## src/rtl/rtc_pkg.sv

```systemverilog
package rtc_pkg;

    localparam logic [7:0] CMD_TIME_HI   = 8'h2;
    localparam logic [7:0] CMD_STATUS    = 8'h30;
    localparam logic [7:0] CMD_CONTROL   = 8'h31;
    localparam logic [7:0] CMD_WR_BASE   = 8'h80;
    localparam logic [7:0] CMD_FLAGCLR   = 8'hB1;
    localparam logic [7:0] FLAGCLR_KEY   = 8'h04;
    localparam logic [7:0] STATUS_RST    = 8'h90;
    localparam logic [7:0] STATUS_FAULTS = 8'h18;

    typedef struct packed {
        logic [5:0] sec;
        logic [5:0] min;
        logic [4:0] hour;
        logic [4:0] day;
        logic [3:0] mon;
        logic [6:0] year;
    } rtc_time_t;

    // Two decimal digits packed as tens:ones nibbles (input 0..99).
    function automatic logic [7:0] to_bcd(input logic [6:0] bin);
        logic [7:0] b;
        b = {1'b0, bin};
        return ((b / 8'd10) << 4) | (b % 8'd10);
    endfunction

    // Computed power-up image of the battery RAM.
    function automatic logic [7:0] ram_image(input int idx, input int mul,
                                             input logic [7:0] mask);
        return 8'(idx * mul) ^ mask;
    endfunction

endpackage

```

## src/rtl/rtc_frame_rx.sv

```systemverilog
module rtc_frame_rx #(
    parameter int CMD_W = 8,
    parameter int VAL_W = 8
) (
    input  logic             clk,
    input  logic             rst_n,
    input  logic             sel_i,
    input  logic             sclk_i,
    input  logic             sdat_i,
    output logic             first_data_o,
    output logic             data_edge_o,
    output logic             commit_o,
    output logic [CMD_W-1:0] cmd_o,
    output logic [VAL_W-1:0] commit_val_o
);
    localparam int FRAME_LEN = CMD_W + VAL_W;
    localparam int PH_W      = $clog2(FRAME_LEN + 1);
    localparam logic [PH_W-1:0] PH_CMD  = PH_W'(CMD_W);
    localparam logic [PH_W-1:0] PH_LAST = PH_W'(FRAME_LEN - 1);
    localparam logic [PH_W-1:0] PH_END  = PH_W'(FRAME_LEN);

    typedef struct packed {
        logic             sclk;
        logic [PH_W-1:0]  phase;
        logic [CMD_W-1:0] cmd;
        logic [VAL_W-1:0] val;
    } rx_state_t;

    rx_state_t s_q, s_d;
    logic      fall;

    always_comb begin
        fall = sel_i && s_q.sclk && !sclk_i && (s_q.phase < PH_END);
        s_d      = s_q;
        s_d.sclk = sclk_i;
        if (!sel_i) begin
            s_d.phase = '0;
            s_d.cmd   = '0;
            s_d.val   = '0;
        end else if (fall) begin
            s_d.phase = s_q.phase + 1'b1;
            if (s_q.phase < PH_CMD)
                s_d.cmd = {s_q.cmd[CMD_W-2:0], sdat_i};
            else
                s_d.val = {s_q.val[VAL_W-2:0], sdat_i};
        end
    end

    always_ff @(posedge clk) begin
        if (!rst_n) s_q <= '0;
        else        s_q <= s_d;
    end

    assign first_data_o = fall && (s_q.phase == PH_CMD);
    assign data_edge_o  = fall && (s_q.phase >= PH_CMD);
    assign commit_o     = fall && (s_q.phase == PH_LAST);
    assign cmd_o        = s_q.cmd;
    assign commit_val_o = {s_q.val[VAL_W-2:0], sdat_i};

endmodule

```

## src/rtl/rtc_timekeeper.sv

```systemverilog
module rtc_timekeeper
    import rtc_pkg::*;
(
    input  logic      clk,
    input  logic      rst_n,
    input  logic      tick_i,
    input  logic      load_i,
    input  rtc_time_t preset_i,
    output rtc_time_t now_o
);
    localparam rtc_time_t TIME_RST = '{sec: 6'd0, min: 6'd0, hour: 5'd0,
                                       day: 5'd1, mon: 4'd1, year: 7'd0};

    rtc_time_t t_q, t_d;

    always_comb begin
        t_d = t_q;
        if (load_i) begin
            t_d = preset_i;
        end else if (tick_i) begin
            if (t_q.sec != 6'd59) t_d.sec = t_q.sec + 6'd1;
            else begin
                t_d.sec = 6'd0;
                if (t_q.min != 6'd59) t_d.min = t_q.min + 6'd1;
                else begin
                    t_d.min = 6'd0;
                    if (t_q.hour != 5'd23) t_d.hour = t_q.hour + 5'd1;
                    else begin
                        t_d.hour = 5'd0;
                        if (t_q.day != 5'd31) t_d.day = t_q.day + 5'd1;
                        else begin
                            t_d.day = 5'd1;
                            if (t_q.mon != 4'd12) t_d.mon = t_q.mon + 4'd1;
                            else begin
                                t_d.mon  = 4'd1;
                                t_d.year = (t_q.year == 7'd99) ? 7'd0 : t_q.year + 7'd1;
                            end
                        end
                    end
                end
            end
        end
    end

    always_ff @(posedge clk) begin
        if (!rst_n) t_q <= TIME_RST;
        else        t_q <= t_d;
    end

    assign now_o = t_q;

endmodule

```

## src/rtl/rtc_serial_slave.sv

```systemverilog
module rtc_serial_slave
    import rtc_pkg::*;
#(
    parameter int         RAM_WORDS  = 32,
    parameter int         PRESET_MUL = 29,
    parameter logic [7:0] PRESET_XOR = 8'h5A,
    parameter logic [7:0] CTRL_VALUE = 8'h00
) (
    input  logic       clk,
    input  logic       rst_n,
    input  logic       sel_i,
    input  logic       sclk_i,
    input  logic       sdat_i,
    output logic       rdata_o,
    output logic       irq_clr_o,
    input  logic       tick_i,
    input  logic       load_i,
    input  logic [5:0] preset_sec_i,
    input  logic [5:0] preset_min_i,
    input  logic [4:0] preset_hour_i,
    input  logic [4:0] preset_day_i,
    input  logic [3:0] preset_mon_i,
    input  logic [6:0] preset_year_i
);
    localparam int         AW       = $clog2(RAM_WORDS);
    localparam logic [7:0] RD_LIMIT = 8'(RAM_WORDS);
    localparam logic [7:0] WR_LIMIT = CMD_WR_BASE + RD_LIMIT;

    typedef struct packed {
        logic [RAM_WORDS-1:0][7:0] ram;
        logic [7:0]                status;
        logic [7:0]                rd_sh;
        logic                      rdata;
        logic                      irq;
    } slave_state_t;

    function automatic slave_state_t reset_state();
        slave_state_t r;
        r        = '0;
        r.status = STATUS_RST;
        for (int i = 0; i < RAM_WORDS; i++)
            r.ram[i] = ram_image(i, PRESET_MUL, PRESET_XOR);
        return r;
    endfunction

    slave_state_t s_q, s_d;
    logic         first_data, data_edge, commit;
    logic [7:0]   cmd, commit_val, rd_byte, time_byte;
    rtc_time_t    preset, now;

    assign preset = '{sec: preset_sec_i, min: preset_min_i, hour: preset_hour_i,
                      day: preset_day_i, mon: preset_mon_i, year: preset_year_i};

    rtc_frame_rx #(.CMD_W(8), .VAL_W(8)) u_rx (
        .clk(clk), .rst_n(rst_n), .sel_i(sel_i), .sclk_i(sclk_i), .sdat_i(sdat_i),
        .first_data_o(first_data), .data_edge_o(data_edge), .commit_o(commit),
        .cmd_o(cmd), .commit_val_o(commit_val)
    );

    rtc_timekeeper u_time (
        .clk(clk), .rst_n(rst_n), .tick_i(tick_i), .load_i(load_i),
        .preset_i(preset), .now_o(now)
    );

    always_comb begin
        case (cmd[3:0])
            4'h0:    time_byte = to_bcd({1'b0, now.sec});
            4'h1:    time_byte = to_bcd({1'b0, now.min});
            4'h2:    time_byte = to_bcd({2'b0, now.hour});
            4'h4:    time_byte = to_bcd({2'b0, now.day});
            4'h5:    time_byte = to_bcd({3'b0, now.mon});
            4'h6:    time_byte = to_bcd(now.year);
            default: time_byte = 8'h00;
        endcase
        if (cmd < RD_LIMIT)                rd_byte = s_q.ram[cmd[AW-1:0]];
        else if (cmd == CMD_STATUS)        rd_byte = s_q.status;
        else if (cmd == CMD_CONTROL)       rd_byte = CTRL_VALUE;
        else if (cmd[7:4] == CMD_TIME_HI[3:0]) rd_byte = time_byte;
        else                               rd_byte = 8'h00;
    end

    always_comb begin
        s_d     = s_q;
        s_d.irq = 1'b0;
        if (!sel_i) begin
            s_d.rdata = 1'b0;
            s_d.rd_sh = '0;
        end else if (first_data) begin
            s_d.rdata = rd_byte[7];
            s_d.rd_sh = {rd_byte[6:0], 1'b0};
        end else if (data_edge) begin
            s_d.rdata = s_q.rd_sh[7];
            s_d.rd_sh = {s_q.rd_sh[6:0], 1'b0};
        end
        if (commit) begin
            if (cmd >= CMD_WR_BASE && cmd < WR_LIMIT)
                s_d.ram[cmd[AW-1:0]] = commit_val;
            if (cmd == CMD_FLAGCLR && (commit_val & FLAGCLR_KEY) != 8'h00) begin
                s_d.status = s_q.status & ~STATUS_FAULTS;
                s_d.irq    = 1'b1;
            end
        end
    end

    always_ff @(posedge clk) begin
        if (!rst_n) s_q <= reset_state();
        else        s_q <= s_d;
    end

    assign rdata_o   = s_q.rdata;
    assign irq_clr_o = s_q.irq;

endmodule

```

## config.mk

```make
export PLATFORM = sky130hd
export DESIGN_NAME = rtc_serial_slave
export DESIGN_NICKNAME = d
export VERILOG_FILES = /design/src/rtl/rtc_pkg.sv /design/src/rtl/rtc_frame_rx.sv /design/src/rtl/rtc_timekeeper.sv /design/src/rtl/rtc_serial_slave.sv
export SDC_FILE = /design/constraint.sdc
export NUM_CORES = 1
export LEC_CHECK = 0
export BUFFER_PORTS_ARGS = -buffer_cell sky130_fd_sc_hd__buf_2
export CAP_MARGIN = 20
export CORE_MARGIN = 2
export CORE_UTILIZATION = 45
export CTS_CLUSTER_SIZE = 10
export DETAILED_ROUTE_END_ITERATION = 7
export GPL_ROUTABILITY_DRIVEN = 0
export SYNTH_ARGS = -nofsm -noshare
export SYNTH_HDL_FRONTEND = slang
export SYNTH_HIERARCHICAL = 1
export SYNTH_SLANG_ARGS = --single-unit
export TNS_END_PERCENT = 1
```

## constraint.sdc

```tcl
create_clock -name clk -period 10.2 [get_ports clk]
set_clock_uncertainty 0.2 [all_clocks]
set_input_delay 2.04 -clock clk [delete_from_list [all_inputs] [get_ports clk]]
set_output_delay 2.04 -clock clk [all_outputs]
set_load 0.02 [all_outputs]
```

==> key figures <==
Clocking
  • Clock-pin slew on the worst setup and hold paths: ~0.050 ns
  • H-tree levels: 2
  • Root Driver: clkbuf_16
  • CTS Sinks: 320
  • # hold bufs at CTS: 0
  • CTS tree: yes
  • Max clock buf depth: 3
  • Postcts setup bufs: 0
  • Num CTS Buffers: 40
  • Worst-Skew Late Latency: roughly 0.57 ns
  • Post-CTS sizing: 0

Layout
  • Multi-input logic area: 10000 sq um
  • Layout fillers: 3639
  • FF+latch area: 6420 sq um
  • Fin util: 49.6%
  • Commonest non-fill, non-tap cell in the layout: nand2_1
  • Final #Nets: 2047
  • Area Growth Syn to Fin: 8.22%
  • Share of post-route cells with drive strength above 1: 11.7%
  • Fin cells: around 2500
  • Highest-count cells in the layout ignoring fill and taps: nand2_1, dfxtp_1, nand3_1, a21boi_0, mux4_2
  • Antenna cells: 0

Run status
  • Outcome: finished, final reports clean

Timing
  • Crit path time final: 4.56 ns
  • Fin. max-slew vios: 0
  • Final Hold Fails: 0
  • Fmax: 220 MHz
  • Unrepaired setup endpoints after global routing: false
  • Final setup TNS: 0 ns
  • Worst-Margin Slew: 1.02 ns
  • Worst rel slew slack: 32.0%
  • # setup viols final: 0
  • Period utilization: 44.7%

Critical path
  • Worst path bufs/invs: 2
  • Crit-path most repeated cell: nand2_1
  • Worst stage delay on the critical path: 0.50 ns
  • CP cell instances: buf_2 > and4bb_1 > and2_1 > nand2_1 > or3_1 > nor3_2 > buf_4 > nand3_1 > mux2i_1 > nand2_1
  • Worst EP required: 10.41 ns
  • Crit path DAT: about 4.8 ns
  • Critical path capture point type: register
  • Crit path max-delay cell type: nand3_1
  • CP Launch Type: input port
  • Top delay family on crit path: simple AND/OR/NAND/NOR gates
  • Classification of the worst setup path: in -> reg
  • CP max FO: 40

Floorplan
  • Core box area: 37800 sq um
  • Die area: 40200 sq um
  • Die W: approximately 200 um
  • Placement Rows: 71
  • Die Y: between 200 and 250 um
  • Initial core utilization: 45.9%
  • Ports: 42

Yosys
  • Count of flip-flops with a built-in enable after synthesis: 0
  • Synthesized area: 17400 sq um
  • Post-synthesis instance total: between 2000 and 2500
  • Synth top area cells: dfxtp_1, mux4_2, nand2_1
  • Async S/R FF share, synth: 0%
  • Top FF cell, synth: dfxtp_1
  • Distinct cells, synth: 81
  • Yosys reg bits: 320
  • Avg Cell Area, Syn: 8.46 sq um
  • Post-synthesis sequential area ratio: between 30% and 40%
  • Synth top area share: 36.9%
  • Syn Nets: 2117
  • Synth warnings: 6
  • Synth area leader: dfxtp_1

Placed design
  • Cells after DPL: ~2500
  • DPL Wire Length: 31.0 mm
  • Port Buf Inserts: 41

Global routing
  • Initial antenna violation count: 0
  • Total GRT Usage: 24.5%
  • Global route overflow: 0
  • First-pass GRT wire length: 80.3 mm
  • Largest net degree at the start of global routing: 210
  • Vias in the first global route: 14200

Run
  • Maxcap violations: 0

Detailed routing
  • DRT Wirelength: 49.3 mm
  • Post-route DRC: 0
  • Vias: 15000
  • TritonRoute pass-1 iters: 8
  • Post-DRT Antenna Nets: 0
  • WL/cell: 19.6 um
  • Initial DRC Count: 1241
  • DR vias/cell: ~6.0

Min path
  • HP Class: reg -> reg

Power
  • Max IR drop VDD: 0.0000887 V
  • Leak pwr: 7.07 nW
  • Overall power: ~2.8 mW
  • Pwr dens: 147 nW/um^2
## stage by stage
| step | hold slack [ns] | setup WS (ns) | area, sq um |
|---|---|---|---|
| 6_report | 0.251 | 5.64 | 18800 |
| 5_1_grt | 0.281 | 5.44 | 18800 |
| 4_1_cts | 0.251 | 5.64 | 18800 |
| 3_5_place_dp | 0.243 | 5.07 | 17600 |
| 3_3_place_gp | 0.243 | 5.12 | 17600 |
| 2_1_floorplan | 0.226 | 6.02 | 17400 |
## where the power goes
group | internal [mW] | total [mW] | switching (mW)
combinational | 0.0708 | 0.168 | 0.0973
clock | 0.759 | 1.31 | 0.552
sequential | 1.26 | 1.29 | 0.0293
## cell usage after synthesis, types with 18 or more instances
| cell | n |
|---|---|
| nor2_1 | 77 |
| nand2b_1 | 18 |
| a21oi_1 | 58 |
| nand3_1 | 260 |
| buf_2 | 24 |
| nor2b_1 | 43 |
| inv_1 | 36 |
| o21ai_0 | 53 |
| mux2i_1 | 72 |
| clkbuf_1 | 111 |
| nand2_1 | 439 |
| dfxtp_1 | 320 |
| a21boi_0 | 111 |
| ha_1 | 26 |
| mux4_2 | 74 |
| buf_4 | 22 |
| nor3_1 | 21 |
| a211oi_1 | 25 |
## tightest hold or removal path, stage by stage (launching register included)
cell and delay [ns]:
dfxtp_1 0.31, inv_1 0.05, a21oi_1 0.05
## final cells by class
cell class | instances | share of cell area, %
multi-input combinational | 1520 | 53.4
sequential | 320 | 34.2
clock buffer | 54 | 5.93
tap | 511 | 3.40
timing repair buffer | 62 | 2.03
inverter | 37 | 0.739
clock inverter | 5 | 0.313
## sequential cells by signal (all words and copies together) (netlist names)
register	flops
rdata_o	1
u_rx/s_q	6
u_rx/cmd_o	8
u_rx/commit_val_o	7
s_q	264
u_time/now_o	33
irq_clr_o	1
## kinds of logic (layout without fill, tap and decap cells)
logic type,count (synthesis),count (layout),synth area share (%)
AND/OR/NAND/NOR,940,940,25.0
buffers and inverters,211,158,5.51
XOR/XNOR,13,13,0.656
multiplexers,159,159,14.6
adder cells (fa/ha/maj),27,27,1.93
AO/OA/AOI/OAI,381,381,15.4
flip-flops,320,320,36.9
## worst paths after layout
| path | from | end | slack, ns | cells past startpoint |
|---|---|---|---|---|
| setup reg to reg | u_time/now_o[25]$_SDFFE_PN0P_ | s_q[8]$_SDFFE_PN0P_ | 6.03 | 13 |
| setup / recovery | sclk_i | s_q[153]$_SDFFE_PN1P_ | 5.64 | 10 |
| hold / removal | s_q[14]$_SDFFE_PN1P_ | s_q[14]$_SDFFE_PN1P_ | 0.25 | 2 |
| hold reg to reg | s_q[14]$_SDFFE_PN1P_ | s_q[14]$_SDFFE_PN1P_ | 0.25 | 2 |
## metal layers
layer / track usage [%] / up-vias / share of wire, %
met2: 39.2 / 418 / 46
li1: - / 7141 / -
met3: 4.32 / 90 / 5.8
met4: 8.73 / 0 / 3.1
met1: 33.2 / 7312 / 45
met5: 0 / - / 0
No activity file was read; power rests on OpenSTA's default activity.
